$ cat src/rtl/pflash_pkg.sv
package pflash_pkg;
    localparam int ADDR_W      = 25;
    localparam int DATA_W      = 16;
    localparam int BYTE_W      = 8;
    localparam int WAIT_W      = 4;
    localparam int SIZE_W      = 5;
    localparam int NUM_WIN     = 2;
    localparam int IDX_W       = $clog2(NUM_WIN);
    localparam int SPAN_LOG    = 24;
    localparam int BOOT_SIZE   = 24;
    localparam int OTHER_SIZE  = 20;

    typedef struct packed {
        logic              en;
        logic              wide;
        logic [WAIT_W-1:0] a2d;
        logic [WAIT_W-1:0] rec;
        logic [ADDR_W-1:0] base;
        logic [SIZE_W-1:0] size;
    } win_cfg_t;

    typedef enum logic [1:0] {ST_IDLE, ST_SETUP, ST_STROBE, ST_RECOVER} seq_st_t;

    function automatic logic addr_match(logic en, logic [ADDR_W-1:0] base,
                                        logic [SIZE_W-1:0] size, logic [ADDR_W-1:0] a);
        logic [ADDR_W-1:0] mask;
        mask = (int'(size) >= ADDR_W) ? '0 : ({ADDR_W{1'b1}} << size);
        return en && ((a & mask) == (base & mask));
    endfunction

    function automatic win_cfg_t boot_cfg(int idx, logic strap);
        win_cfg_t c;
        c.en   = (idx == 0);
        c.wide = (idx == 0) ? strap : 1'b0;
        c.a2d  = '1;
        c.rec  = '1;
        c.base = ADDR_W'(idx) << SPAN_LOG;
        c.size = (idx == 0) ? SIZE_W'(BOOT_SIZE) : SIZE_W'(OTHER_SIZE);
        return c;
    endfunction
endpackage

$ cat src/rtl/pflash_cfg.sv
module pflash_cfg
    import pflash_pkg::*;
(
    input  logic             clk,
    input  logic             rst,
    input  logic             strap_wide,
    input  logic             cfg_we,
    input  logic [IDX_W-1:0] cfg_sel,
    input  win_cfg_t         cfg_wdata,
    output win_cfg_t         win_q [NUM_WIN]
);
    always_ff @(posedge clk) begin
        for (int i = 0; i < NUM_WIN; i++) begin
            if (rst)
                win_q[i] <= boot_cfg(i, strap_wide);
            else if (cfg_we && cfg_sel == IDX_W'(i))
                win_q[i] <= cfg_wdata;
        end
    end

    AST_BOOT_DEFAULT: assert property (@(posedge clk) disable iff (rst)
        ($past(rst) && !$past(cfg_we)) |-> (win_q[0].en && win_q[0].a2d == '1 && win_q[0].rec == '1
                          && win_q[0].wide == $past(strap_wide) && !win_q[1].en));
endmodule

$ cat src/rtl/pflash_dec.sv
module pflash_dec
    import pflash_pkg::*;
(
    input  win_cfg_t          win [NUM_WIN],
    input  logic [ADDR_W-1:0] addr,
    input  logic              write,
    input  logic              half,
    output logic [IDX_W-1:0]  idx,
    output logic              err,
    output logic              wide,
    output logic [WAIT_W-1:0] a2d,
    output logic [WAIT_W-1:0] rec
);
    logic hit;

    always_comb begin
        hit = 1'b0;
        idx = '0;
        for (int i = NUM_WIN - 1; i >= 0; i--) begin
            if (addr_match(win[i].en, win[i].base, win[i].size, addr)) begin
                hit = 1'b1;
                idx = IDX_W'(i);
            end
        end
        wide = win[idx].wide;
        a2d  = win[idx].a2d;
        rec  = win[idx].rec;
        err  = !hit
            || (half && write && !wide)
            || (half && wide && addr[0]);
    end
endmodule

$ cat src/rtl/pflash_seq.sv
module pflash_seq
    import pflash_pkg::*;
(
    input  logic              clk,
    input  logic              rst,
    input  logic              req_valid,
    output logic              req_ready,
    input  logic [ADDR_W-1:0] req_addr,
    input  logic              req_write,
    input  logic              req_half,
    input  logic [DATA_W-1:0] req_wdata,
    input  logic [IDX_W-1:0]  dec_idx,
    input  logic              dec_err,
    input  logic              dec_wide,
    input  logic [WAIT_W-1:0] dec_a2d,
    input  logic [WAIT_W-1:0] dec_rec,
    output logic              rsp_valid,
    output logic              rsp_err,
    output logic [DATA_W-1:0] rsp_rdata,
    output logic [ADDR_W-1:0] fa,
    output logic [DATA_W-1:0] fd_o,
    input  logic [DATA_W-1:0] fd_i,
    output logic              fd_drive,
    output logic              foe_n,
    output logic              fwe_n,
    output logic [NUM_WIN-1:0] fce_n
);
    seq_st_t           st;
    logic [WAIT_W-1:0] cnt, a2d_q, rec_q;
    logic [IDX_W-1:0]  idx_q;
    logic [ADDR_W-1:0] addr_q;
    logic [DATA_W-1:0] wdata_q, rd_next;
    logic [BYTE_W-1:0] lo_q, lane;
    logic              wide_q, write_q, half_q, split_q, beat_q, more_q, accept, last_beat, bus_on;

    assign req_ready = (st == ST_IDLE);
    assign accept    = req_valid && req_ready;
    assign last_beat = !split_q || beat_q;
    assign bus_on    = (st == ST_SETUP) || (st == ST_STROBE);

    always_comb begin
        lane = (wide_q && addr_q[0]) ? fd_i[DATA_W-1:BYTE_W] : fd_i[BYTE_W-1:0];
        if (write_q)             rd_next = '0;
        else if (half_q && wide_q) rd_next = fd_i;
        else if (split_q && beat_q) rd_next = {lane, lo_q};
        else                     rd_next = {{(DATA_W-BYTE_W){1'b0}}, lane};
    end

    always_ff @(posedge clk) begin
        if (rst) begin
            st <= ST_IDLE;   cnt <= '0;     a2d_q <= '0;  rec_q <= '0;  idx_q <= '0;
            addr_q <= '0;    wdata_q <= '0; lo_q <= '0;   wide_q <= 1'b0;
            write_q <= 1'b0; half_q <= 1'b0; split_q <= 1'b0; beat_q <= 1'b0; more_q <= 1'b0;
            rsp_valid <= 1'b0; rsp_err <= 1'b0; rsp_rdata <= '0;
        end else begin
            rsp_valid <= 1'b0;
            unique case (st)
                ST_IDLE: if (accept) begin
                    if (dec_err) begin
                        rsp_valid <= 1'b1;
                        rsp_err   <= 1'b1;
                        rsp_rdata <= '0;
                    end else begin
                        st      <= ST_SETUP;
                        a2d_q   <= dec_a2d;
                        rec_q   <= dec_rec;
                        idx_q   <= dec_idx;
                        wide_q  <= dec_wide;
                        addr_q  <= req_addr;
                        write_q <= req_write;
                        half_q  <= req_half;
                        wdata_q <= req_wdata;
                        split_q <= req_half && !dec_wide && !req_write;
                        beat_q  <= 1'b0;
                    end
                end
                ST_SETUP: begin
                    st  <= ST_STROBE;
                    cnt <= a2d_q;
                end
                ST_STROBE: begin
                    if (cnt != '0) begin
                        cnt <= cnt - 1'b1;
                    end else begin
                        lo_q   <= rd_next[BYTE_W-1:0];
                        more_q <= !last_beat;
                        if (last_beat) begin
                            rsp_valid <= 1'b1;
                            rsp_err   <= 1'b0;
                            rsp_rdata <= rd_next;
                        end else begin
                            beat_q <= 1'b1;
                            addr_q <= addr_q + ADDR_W'(1);
                        end
                        if (rec_q != '0) begin
                            st  <= ST_RECOVER;
                            cnt <= rec_q - 1'b1;
                        end else begin
                            st <= last_beat ? ST_IDLE : ST_SETUP;
                        end
                    end
                end
                ST_RECOVER: begin
                    if (cnt != '0) cnt <= cnt - 1'b1;
                    else           st  <= more_q ? ST_SETUP : ST_IDLE;
                end
                default: st <= ST_IDLE;
            endcase
        end
    end

    assign fa       = addr_q;
    assign fd_o     = half_q ? wdata_q : {2{wdata_q[BYTE_W-1:0]}};
    assign fd_drive = write_q && bus_on;
    assign foe_n    = !((st == ST_STROBE) && !write_q);
    assign fwe_n    = !((st == ST_STROBE) && write_q);

    for (genvar g = 0; g < NUM_WIN; g++) begin : g_ce
        assign fce_n[g] = !(bus_on && idx_q == IDX_W'(g));
    end

    AST_ONE_CE: assert property (@(posedge clk) disable iff (rst)
        $countones(~fce_n) <= 1);
    AST_STROBE_UNDER_CE: assert property (@(posedge clk) disable iff (rst)
        (!foe_n || !fwe_n) |-> (fce_n != '1));
    AST_SETUP_FIRST: assert property (@(posedge clk) disable iff (rst)
        ($fell(foe_n) || $fell(fwe_n)) |-> ($past(fce_n) == fce_n));
    AST_IDLE_IN_RECOVERY: assert property (@(posedge clk) disable iff (rst)
        (st == ST_RECOVER) |-> (fce_n == '1 && !req_ready));
    AST_WRITE_DRIVES: assert property (@(posedge clk) disable iff (rst)
        !fwe_n |-> (fd_drive && foe_n));
    AST_REJECT_QUIET: assert property (@(posedge clk) disable iff (rst)
        (accept && dec_err) |=> (foe_n && fwe_n && fce_n == '1 && rsp_valid && rsp_err));
endmodule

$ cat src/rtl/pflash_bridge.sv
module pflash_bridge
    import pflash_pkg::*;
(
    input  logic        clk,
    input  logic        rst,
    input  logic        strap_wide,
    input  logic        cfg_we,
    input  logic [0:0]  cfg_sel,
    input  logic        cfg_en,
    input  logic        cfg_wide,
    input  logic [3:0]  cfg_a2d,
    input  logic [3:0]  cfg_rec,
    input  logic [24:0] cfg_base,
    input  logic [4:0]  cfg_size,
    input  logic        req_valid,
    output logic        req_ready,
    input  logic [24:0] req_addr,
    input  logic        req_write,
    input  logic        req_half,
    input  logic [15:0] req_wdata,
    output logic        rsp_valid,
    output logic        rsp_err,
    output logic [15:0] rsp_rdata,
    output logic [24:0] fa,
    output logic [15:0] fd_o,
    input  logic [15:0] fd_i,
    output logic        fd_drive,
    output logic        foe_n,
    output logic        fwe_n,
    output logic [1:0]  fce_n
);
    win_cfg_t          win_q [NUM_WIN];
    win_cfg_t          cfg_word;
    logic [IDX_W-1:0]  dec_idx;
    logic              dec_err, dec_wide;
    logic [WAIT_W-1:0] dec_a2d, dec_rec;

    assign cfg_word = '{en: cfg_en, wide: cfg_wide, a2d: cfg_a2d, rec: cfg_rec,
                        base: cfg_base, size: cfg_size};

    pflash_cfg u_cfg (
        .clk(clk), .rst(rst), .strap_wide(strap_wide), .cfg_we(cfg_we),
        .cfg_sel(cfg_sel), .cfg_wdata(cfg_word), .win_q(win_q)
    );

    pflash_dec u_dec (
        .win(win_q), .addr(req_addr), .write(req_write), .half(req_half),
        .idx(dec_idx), .err(dec_err), .wide(dec_wide), .a2d(dec_a2d), .rec(dec_rec)
    );

    pflash_seq u_seq (
        .clk(clk), .rst(rst), .req_valid(req_valid), .req_ready(req_ready),
        .req_addr(req_addr), .req_write(req_write), .req_half(req_half), .req_wdata(req_wdata),
        .dec_idx(dec_idx), .dec_err(dec_err), .dec_wide(dec_wide), .dec_a2d(dec_a2d),
        .dec_rec(dec_rec), .rsp_valid(rsp_valid), .rsp_err(rsp_err), .rsp_rdata(rsp_rdata),
        .fa(fa), .fd_o(fd_o), .fd_i(fd_i), .fd_drive(fd_drive), .foe_n(foe_n),
        .fwe_n(fwe_n), .fce_n(fce_n)
    );
endmodule

$ cat config.mk
export PLATFORM = sky130hd
export DESIGN_NAME = pflash_bridge
export DESIGN_NICKNAME = d
export VERILOG_FILES = /design/src/rtl/pflash_pkg.sv /design/src/rtl/pflash_cfg.sv /design/src/rtl/pflash_dec.sv /design/src/rtl/pflash_seq.sv /design/src/rtl/pflash_bridge.sv
export SDC_FILE = /design/constraint.sdc
export NUM_CORES = 1
export LEC_CHECK = 0
export BUFFER_PORTS_ARGS = -buffer_cell sky130_fd_sc_hd__buf_2
export CAP_MARGIN = 30
export CORE_ASPECT_RATIO = 0.5
export CORE_MARGIN = 2
export CORE_UTILIZATION = 55
export CTS_CLUSTER_DIAMETER = 50
export DETAILED_ROUTE_END_ITERATION = 8
export HOLD_SLACK_MARGIN = 0.12
export PLACE_DENSITY_LB_ADDON = 0.15
export SLEW_MARGIN = 5
export SYNTH_ARGS = -nofsm -noshare
export SYNTH_HDL_FRONTEND = slang
export SYNTH_SLANG_ARGS = --single-unit
export TNS_END_PERCENT = 50
$ cat constraint.sdc
create_clock -name clk -period 4.1 [get_ports clk]
set_clock_uncertainty 0.15 [all_clocks]
set_input_delay 0.205 -clock clk [delete_from_list [all_inputs] [get_ports clk]]
set_output_delay 0.205 -clock clk [all_outputs]
set_load 0.1 [all_outputs]
==> key figures, run 1 <==
STA
  – Final Slew Violations: 0
  – Max Clk Rate: 0.255 GHz
  – Rel. slew slack: 0.276
  – RSZ-0062 raised after global routing: no
  – Final hold vios: 0
  – Ratio of final minimum period to clock period: 0.958
  – Final min period: 3.93 ns
  – Final setup viols: 0
  – Final worst slack: 0.173 ns
  – Final setup TNS: 0 ns
  – Worst-Margin Slew: 1.09 ns

Detailed routing
  – Routed WL: 29.1 mm
  – Vias: 9,441
  – Wire per inst: 18.7 um
  – Antenna viol nets, final: 0
  – Vias per cell: 6.07
  – First-pass detailed-route iteration total: 8
  – First-iteration detailed-routing DRC count: 932
  – Residual DRC: 0

CTS
  – Clk buf depth: 2
  – CTS Buf Count: 17
  – Clock slew at reported path FFs: 0.08 ns
  – CTS tree: built
  – Clock latency on the worst-skew pair: 0.44 ns
  – Postcts setup bufs: 0
  – Sink Count: 168
  – H-tree depth: 4
  – Root Buffer: clkbuf_16

Die
  – Core Region: 15,600 um2
  – Initial cell density of the core: 0.570
  – Die ar.: 17,300 um2
  – Die height: 94.0 um
  – Row cnt: 32
  – Die width: 184 um
  – I/O pin count: 170

Global routing
  – GRT overflow: 0
  – First-pass GRT wire length: 45.5 mm
  – All-Layer GR Usage: 0.336
  – Global routing's busiest layer: met2
  – Met2 usage: 0.536
  – Antenna violations before repair: 0
  – Vias in the first global route: 8,783
  – Met1 Usage GRT: 0.462
  – Largest net degree at the start of global routing: 89
  – GRT met3 Usage: 0.0686

Synthesis
  – Post-synth EDFFs: 1
  – Distinct cells, synth: 78
  – Cells after synthesis: 1,107
  – Ys Warns: 0
  – Register area share after synthesis: 0.379
  – Syn nets: 1,220
  – Synth Flop Type: dfxtp_1
  – Syn avg cell area: 8.04 um2
  – Post-synthesis cell area: 8900 um2
  – #FFs+latches synth: 168
  – Fraction of registers with async set/reset: 0

Worst setup path
  – Crit path launch type: register
  – Crit-path leading delay family: compound AO/OA/AOI/OAI gates
  – Slowest-stage cell, CP: dfxtp_1
  – CP max stage delay: 0.64 ns
  – Crit Path Max Fanout: 16
  – Reg2reg setup slack: 0.17 ns
  – Setup Crit Path Kind: reg2reg
  – CP endpoint kind: register
  – Req. time, crit path: 4.27 ns
  – Worst path cell trace: a21oi_1, o21a_1, o41a_1, a31oi_2, o2111ai_1, a31oi_1, or2_1, o311a_1, mux2_4
  – Bufs and invs on worst path: 0
  – Worst EP arrival: 4.10 ns

Layout
  – Highest-count cells in the layout ignoring fill and taps: 232 x nand2_1, 168 x buf_2, 167 x dfxtp_1, 116 x dlygate4sd3_1, 90 x a21oi_1
  – Fin nets: 1,452
  – Share of cells above drive strength 1: 0.186
  – Area Overhead vs Synth: 28.8%
  – Most common library cell in the layout ignoring fill and taps: nand2_1
  – Diodes inserted: 0

Placed design
  – Worst slack at placement: 0.314 ns
  – Gpl congestion: 0.934
  – Dpl hpwl: 19.0 mm
  – IO Port Bufs: 169

Flow run
  – Max-cap check violation count: 0

Outcome
  – Status: finished clean

Power
  – Total power: 0.00599 W
  – LEAKAGE: 4.68 nW
  – Pwr dens: 522 nW/um2
  – VDD IR-drop max: 0.304 mV

Worst hold path
  – Hold crit path type: in2reg
worst paths after layout:
| kind | startpoint | cells after the start | end |
|---|---|---|---|
| max | u_cfg.win_q[1] | 9 | u_seq.rsp_rdata[10] |
| min reg2reg | u_cfg.win_q[73] | 2 | u_cfg.win_q[73] |
| min | req_addr[23] | 4 | u_seq.fa[23] |
| max reg2reg | u_cfg.win_q[1] | 9 | u_seq.rsp_rdata[10] |
final cells by class:
cell class,count,area (um2)
multi-input combinational,828,5040
fill,1187,4150
sequential,168,3370
timing repair buffer,304,2150
clock buffer,17,425
tap,204,255
clock inverter,15,149
inverter,20,75.1
state kept, by name, indices dropped and copies added, names as in the netlist:
name,cells
u_cfg.win_q,80
u_seq.fa,25
u_seq.rsp_rdata,16
u_seq.wdata_q,16
u_seq.lo_q,8
u_seq.a2d_q,4
u_seq.cnt,4
u_seq.rec_q,4
u_seq.st,2
u_seq.beat_q,1
u_seq.half_q,1
u_seq.idx_q,1
u_seq.more_q,1
u_seq.rsp_err,1
u_seq.rsp_valid,1
u_seq.split_q,1
u_seq.wide_q,1
u_seq.write_q,1
cells by family after synthesis:
kind of cell	Yosys count	synth area share
mux	45	0.0562
buf+inv	111	0.0559
flops	168	0.379
simple gates	427	0.210
compound gates	295	0.236
xor+xnor	53	0.0521
fa+ha+maj	8	0.0112
power by group:
| part | switching [W] | leakage [nW] | internal (W) |
|---|---|---|---|
| Combinational | 0.00173 | 3.03 | 0.000623 |
| Clock | 0.000785 | 0.278 | 0.000812 |
| Sequential | 0.000216 | 1.37 | 0.00182 |
metrics by stage:
step,hold WS [ns],instances,cell area (um2),utilization
floorplan,0.179,1107,8900,-
global placement,0.278,1407,9730,0.623
detailed placement,0.287,1407,9730,0.623
CTS,0.125,1555,11500,0.734
global route,0.147,1556,11500,0.734
finish,0.126,1556,11500,0.734
cell usage after synthesis (all sizes together), types with 13 or more instances:
cell | n | area share
o21ai | 23 | 0.013
inv | 19 | 0.0080
buf | 35 | 0.024
nor2b | 13 | 0.0091
nor2 | 82 | 0.035
xor2 | 41 | 0.040
o211ai | 16 | 0.013
a211oi | 20 | 0.017
a21oi | 90 | 0.051
nor3 | 15 | 0.011
a32o | 16 | 0.018
nand2 | 232 | 0.098
nand3 | 39 | 0.022
mux2i | 29 | 0.033
a22oi | 24 | 0.020
mux2 | 16 | 0.024
clkbuf | 56 | 0.024
a211o | 13 | 0.013
dfxtp | 167 | 0.38
repair_timing:
action / CTS / global route
endpoints found under the hold margin: 133 / 0
hold buffers: 116 / 0
resized for setup: 0 / 0
worst min-delay path, stage by stage:
cell and delay [ns]:
buf_2 0.15, nand2_1 0.08, a21oi_1 0.13, a32o_1 0.12
routing by layer:
| metal | up-vias | part of all wire |
|---|---|---|
| li1 | 4408 | - |
| met1 | 4450 | 0.43 |
| met2 | 528 | 0.45 |
| met3 | 55 | 0.10 |
| met4 | 0 | 0.017 |
| met5 | - | 0 |
Note: power is estimated with default switching activity, not from simulation.
==> run 2, diff against run 1 <==
- CORE_UTILIZATION: 55 -> 25
==> key figures, run 2 (synthesis gave the netlist of run 1 again) <==
Power
  – Clk pwr share: 0.297
  – Comb pwr share: 0.382
  – Switching Power: 0.00270 W
  – Int Power: 0.00364 W
  – LEAKAGE: 4.87 nW
  – Seq pwr share: 0.321
  – Switching Share: 0.425
  – VDD IR-drop max: 0.277 mV
  – Pwr dens: 524 nW/um2

STA
  – Fin Hold WS: 0.159 ns
  – Final hold vios: 0
  – Final Slew Violations: 0
  – Rel. slew slack: 0.342
  – Final min period: 3.89 ns
  – Worst-Margin Slew: 0.961 ns
  – Max Clk Rate: 0.257 GHz
  – Final setup viols: 0
  – Ratio of final minimum period to clock period: 0.949

Global routing
  – Vias in the first global route: 8,715
  – GRT overflow: 0
  – All-Layer GR Usage: 0.177
  – First-pass GRT wire length: 50.5 mm
  – Antenna violations before repair: 1
  – Largest net degree at the start of global routing: 69

Outcome
  – Status: finished clean

Layout
  – Register area: 3380 um2
  – Number of flip-flops in the largest register: 80
  – # fillers: 3,672
  – Multi-input gate area: 5050 um2
  – Most common library cell in the layout ignoring fill and taps: nand2_1
  – Highest-count cells in the layout ignoring fill and taps: 231 x nand2_1, 169 x buf_2, 160 x dfxtp_1, 126 x dlygate4sd3_1, 90 x a21oi_1
  – Largest Register: u_cfg.win_q
  – Area Overhead vs Synth: 35.9%
  – Share of cells above drive strength 1: 0.193
  – Final instance area: 12,100 um2
  – Fin nets: 1,470

Placed design
  – Gpl congestion: 0.814
  – Dpl hpwl: 23.2 mm
  – Placed inst area: 10,100 um2
  – IO Port Bufs: 169

Detailed routing
  – Vias per cell: 4.94
  – Antenna viol nets, final: 0
  – Routed WL: 33.3 mm
  – First-iteration detailed-routing DRC count: 535
  – First-pass detailed-route iteration total: 5
  – Residual DRC: 0
  – Wire per inst: 18.1 um
  – Vias: 9,119

Die
  – Initial cell density of the core: 0.256
  – Die height: 137 um
  – Core Region: 34,800 um2
  – Die ar.: 37,200 um2
  – I/O pin count: 170
  – Die width: 271 um
  – Row cnt: 48

CTS
  – H-tree depth: 4
  – Postcts setup bufs: 0
  – CTS tree: built
  – Sink Count: 168
  – CTS Buf Count: 17
  – Root Buffer: clkbuf_16
  – Clk buf depth: 2
  – Clock slew at reported path FFs: 0.07 ns
  – Clock latency on the worst-skew pair: 0.45 ns

Worst setup path
  – Crit path launch type: register
  – Crit-path leading delay family: buffers and inverters
  – Reg2reg setup slack: 0.21 ns
  – Setup Crit Path Kind: reg2reg
  – Crit path depth: 12
  – Bufs and invs on worst path: 3
  – Worst EP arrival: 4.07 ns
  – R2r worst-path depth: 12
  – CP endpoint kind: register
  – Worst path cell trace: buf_4, o211ai_1, a222oi_1, a211o_1, and3_1, a22oi_1, or2_2, nor3_2, buf_6, mux2i_1, nor2_1, dlygate4sd3_1
  – Crit Path Max Fanout: 21
  – Req. time, crit path: 4.28 ns
  – Slowest-stage cell, CP: dlygate4sd3_1
  – CP max stage delay: 0.59 ns

Worst hold path
  – Hold crit path type: in2reg
  – Hold Crit Depth: 5

Flow run
  – Max-cap check violation count: 0
==> run 2: final cells by class <==
cell class | count | area share
clock inverter | 11 | 0.0181
sequential | 168 | 0.280
clock buffer | 21 | 0.0381
inverter | 20 | 0.00621
antenna | 1 | 0.000207
multi-input combinational | 828 | 0.418
timing repair buffer | 322 | 0.191
tap | 475 | 0.0491
==> run 2: through the flow <==
| stage | util | std cells | worst slack, ns | TNS (ns) | total power (W) |
|---|---|---|---|---|---|
| 2_1_floorplan | - | 1107 | 0.553 | 0 | 0.00382 |
| 3_3_place_gp | 0.290 | 1680 | 0.360 | 0 | 0.00437 |
| 3_5_place_dp | 0.291 | 1686 | 0.245 | 0 | 0.00439 |
| 4_1_cts | 0.347 | 1844 | 0.0511 | 0 | 0.00639 |
| 5_1_grt | 0.348 | 1846 | -0.0300 | -0.129 | 0.00665 |
| 6_report | 0.348 | 1846 | 0.209 | 0 | 0.00634 |
==> run 2: path summary, 6_finish.rpt <==
kind,startpoint,endpoint
worst max-delay path,u_cfg.win_q[42],u_seq.wdata_q[1]
worst min-delay path,req_addr[11],u_seq.fa[11]
worst max register to register,u_cfg.win_q[42],u_seq.wdata_q[1]
worst min register to register,u_cfg.win_q[9],u_cfg.win_q[9]
==> run 2: power groups by stage <==
stage / clock network [W] / registers, W / logic [W]
after global placement: 0 / 0.00206 / 0.00230
after CTS: 0.00194 / 0.00203 / 0.00242
final: 0.00189 / 0.00203 / 0.00242
after detailed placement: 0 / 0.00207 / 0.00232
after global routing: 0.00201 / 0.00207 / 0.00258
after floorplan: 0 / 0.00269 / 0.00113
==> run 2: metal layers <==
layer | vias to the layer above | wire (um) | part of all wire | global-route usage
met5 | - | 0 | 0 | 0
met4 | 0 | 714 | 0.021 | 0.0635
met3 | 49 | 1520 | 0.046 | 0.0282
met2 | 219 | 16200 | 0.49 | 0.298
met1 | 4415 | 14900 | 0.45 | 0.232
li1 | 4436 | - | - | -
==> run 2: what timing repair did <==
item	4_1_cts	5_1_grt
hold buffers	126	0
setup endpoints to repair	0	28
resized for setup	0	10
endpoints found under the hold margin	149	0
==> run 2: tightest hold or removal path, cell delays in order <==
cell and delay [ns]:
buf_2 0.14, nor2_1 0.10, a41oi_1 0.05, nor3_1 0.14, a211oi_1 0.07
==> run 3, diff against run 2 <==
- MAX_ROUTING_LAYER: unset -> met4
==> key figures, run 3 (synthesis gave the netlist of run 1 again) <==
Power
  – Clk pwr share: 0.298
  – Int Power: 0.00364 W
  – Switching Share: 0.426
  – Pwr dens: 525 nW/um2
  – VDD IR-drop max: 0.277 mV
  – Seq pwr share: 0.321
  – Switching Power: 0.00270 W
  – Comb pwr share: 0.381
  – LEAKAGE: 4.87 nW

Layout
  – Fin nets: 1,470
  – Most common library cell in the layout ignoring fill and taps: nand2_1
  – Highest-count cells in the layout ignoring fill and taps: 231 x nand2_1, 169 x buf_2, 160 x dfxtp_1, 126 x dlygate4sd3_1, 90 x a21oi_1
  – Share of cells above drive strength 1: 0.193
  – Final instance area: 12,100 um2
  – Non-Filler Instances: 1,846
  – Area Overhead vs Synth: 35.9%
  – Largest Register: u_cfg.win_q
  – Number of flip-flops in the largest register: 80

CTS
  – Root Buffer: clkbuf_16
  – Postcts setup bufs: 0
  – Clk buf depth: 2
  – Clock latency on the worst-skew pair: 0.45 ns
  – Sink Count: 168
  – CTS tree: built
  – Clock slew at reported path FFs: 0.07 ns
  – CTS Buf Count: 17
  – H-tree depth: 4

Detailed routing
  – Vias: 9,094
  – Residual DRC: 0
  – Vias per cell: 4.93
  – Wire per inst: 18.1 um
  – First-iteration detailed-routing DRC count: 538
  – WL met2: 16.0 mm
  – Antenna viol nets, final: 0
  – First-pass detailed-route iteration total: 7
  – Routed WL: 33.4 mm
  – Met3 wire length: 1.35 mm
  – WL met1: 15.3 mm
  – Top Layer Used: met4

Placed design
  – Dpl hpwl: 23.2 mm
  – Gpl congestion: 0.826
  – IO Port Bufs: 169
  – Placed inst area: 10,100 um2
  – Count of placed standard cells including taps: 1,686

Worst hold path
  – Hold crit path type: in2reg

Worst setup path
  – Crit. Startpoint: u_cfg.win_q[42]
  – Crit path depth: 12
  – Worst EP arrival: 4.07 ns
  – Crit-path leading delay family: buffers and inverters
  – Reg2reg setup slack: 0.21 ns
  – Worst path cell trace: buf_4, o211ai_1, a222oi_1, a211o_1, and3_1, a22oi_1, or2_2, nor3_2, buf_6, mux2i_1, nor2_1, dlygate4sd3_1
  – CP endpoint kind: register
  – CP endpoint: u_seq.wdata_q[1]
  – Crit path launch type: register
  – Bufs and invs on worst path: 3
  – R2r worst-path depth: 12
  – RR Startpoint: u_cfg.win_q[42]
  – Setup Crit Path Kind: reg2reg
  – Reg-to-Reg End: u_seq.wdata_q[1]
  – CP max stage delay: 0.59 ns
  – Crit Path Max Fanout: 21
  – Slowest-stage cell, CP: dlygate4sd3_1
  – Req. time, crit path: 4.28 ns

STA
  – Final hold vios: 0
  – Max Clk Rate: 0.257 GHz
  – Final Slew Violations: 0
  – Final setup TNS: 0 ns
  – Worst-Margin Slew: 0.973 ns
  – Ratio of final minimum period to clock period: 0.950
  – Rel. slew slack: 0.334
  – Final setup viols: 0
  – Final min period: 3.89 ns

Global routing
  – Largest net degree at the start of global routing: 69
  – All-Layer GR Usage: 0.183
  – Antenna violations before repair: 1
  – Vias in the first global route: 8,696
  – GRT overflow: 0
  – First-pass GRT wire length: 50.6 mm

Die
  – Die width: 271 um
  – Row cnt: 48
  – Die ar.: 37,200 um2
  – Core Region: 34,800 um2
  – Die height: 137 um
  – I/O pin count: 170
  – Initial cell density of the core: 0.256

Flow run
  – Max-cap check violation count: 0

Outcome
  – Status: finished clean
## run 3: area by class of cell
class / instances / area [um2]
Fill cell: 3672 / 22700
Multi-Input combinational cell: 828 / 5050
Sequential cell: 168 / 3380
Timing Repair Buffer: 322 / 2310
Tap cell: 475 / 594
Clock buffer: 21 / 460
Clock inverter: 11 / 219
Inverter: 20 / 75.1
Antenna cell: 1 / 2.50
## run 3: tightest hold or removal path, delay by kind of cell
family	cells	cell delay, ns
compound gates	2	0.18
buf+inv	1	0.12
simple gates	2	0.20
## run 3: repair_timing
| item | in CTS | in global routing |
|---|---|---|
| resized for setup | 0 | 10 |
| hold endpoints to repair | 149 | 0 |
| endpoints found under the setup margin | 0 | 28 |
| hold buffers | 126 | 0 |
## run 3: routing by layer
layer,global-route usage,up-vias
li1,-,4446
met1,0.235,4400
met2,0.297,203
met3,0.0275,45
met4,0.0623,0
met5,-,-
## run 3: how the worst min path moves through the flow
stage	start	end	slack (ns)	depth (start not counted)
after floorplan	cfg_base[24]	u_cfg.win_q[29]	0.18	2
after global placement	cfg_rec[2]	u_cfg.win_q[72]	0.28	3
after detailed placement	cfg_rec[1]	u_cfg.win_q[31]	0.28	3
after CTS	fd_i[2]	u_seq.lo_q[2]	0.12	5
after global routing	req_addr[23]	u_seq.fa[23]	0.15	4
final	fd_i[2]	u_seq.lo_q[2]	0.15	5
## run 3: metrics by stage
step	total power (W)	hold slack, ns	worst slack [ns]	utilization
after floorplan	0.00382	0.179	0.553	-
after global placement	0.00437	0.280	0.360	0.290
after detailed placement	0.00439	0.282	0.245	0.291
after CTS	0.00639	0.122	0.0511	0.347
after global routing	0.00665	0.151	-0.0300	0.348
final	0.00635	0.154	0.207	0.348
## run 3: power by group through the flow
stage,Combinational [W],Sequential [W],Clock [W]
after floorplan,0.00113,0.00269,0
after global placement,0.00230,0.00206,0
after detailed placement,0.00232,0.00207,0
after CTS,0.00242,0.00203,0.00194
after global routing,0.00258,0.00206,0.00201
final,0.00242,0.00204,0.00189
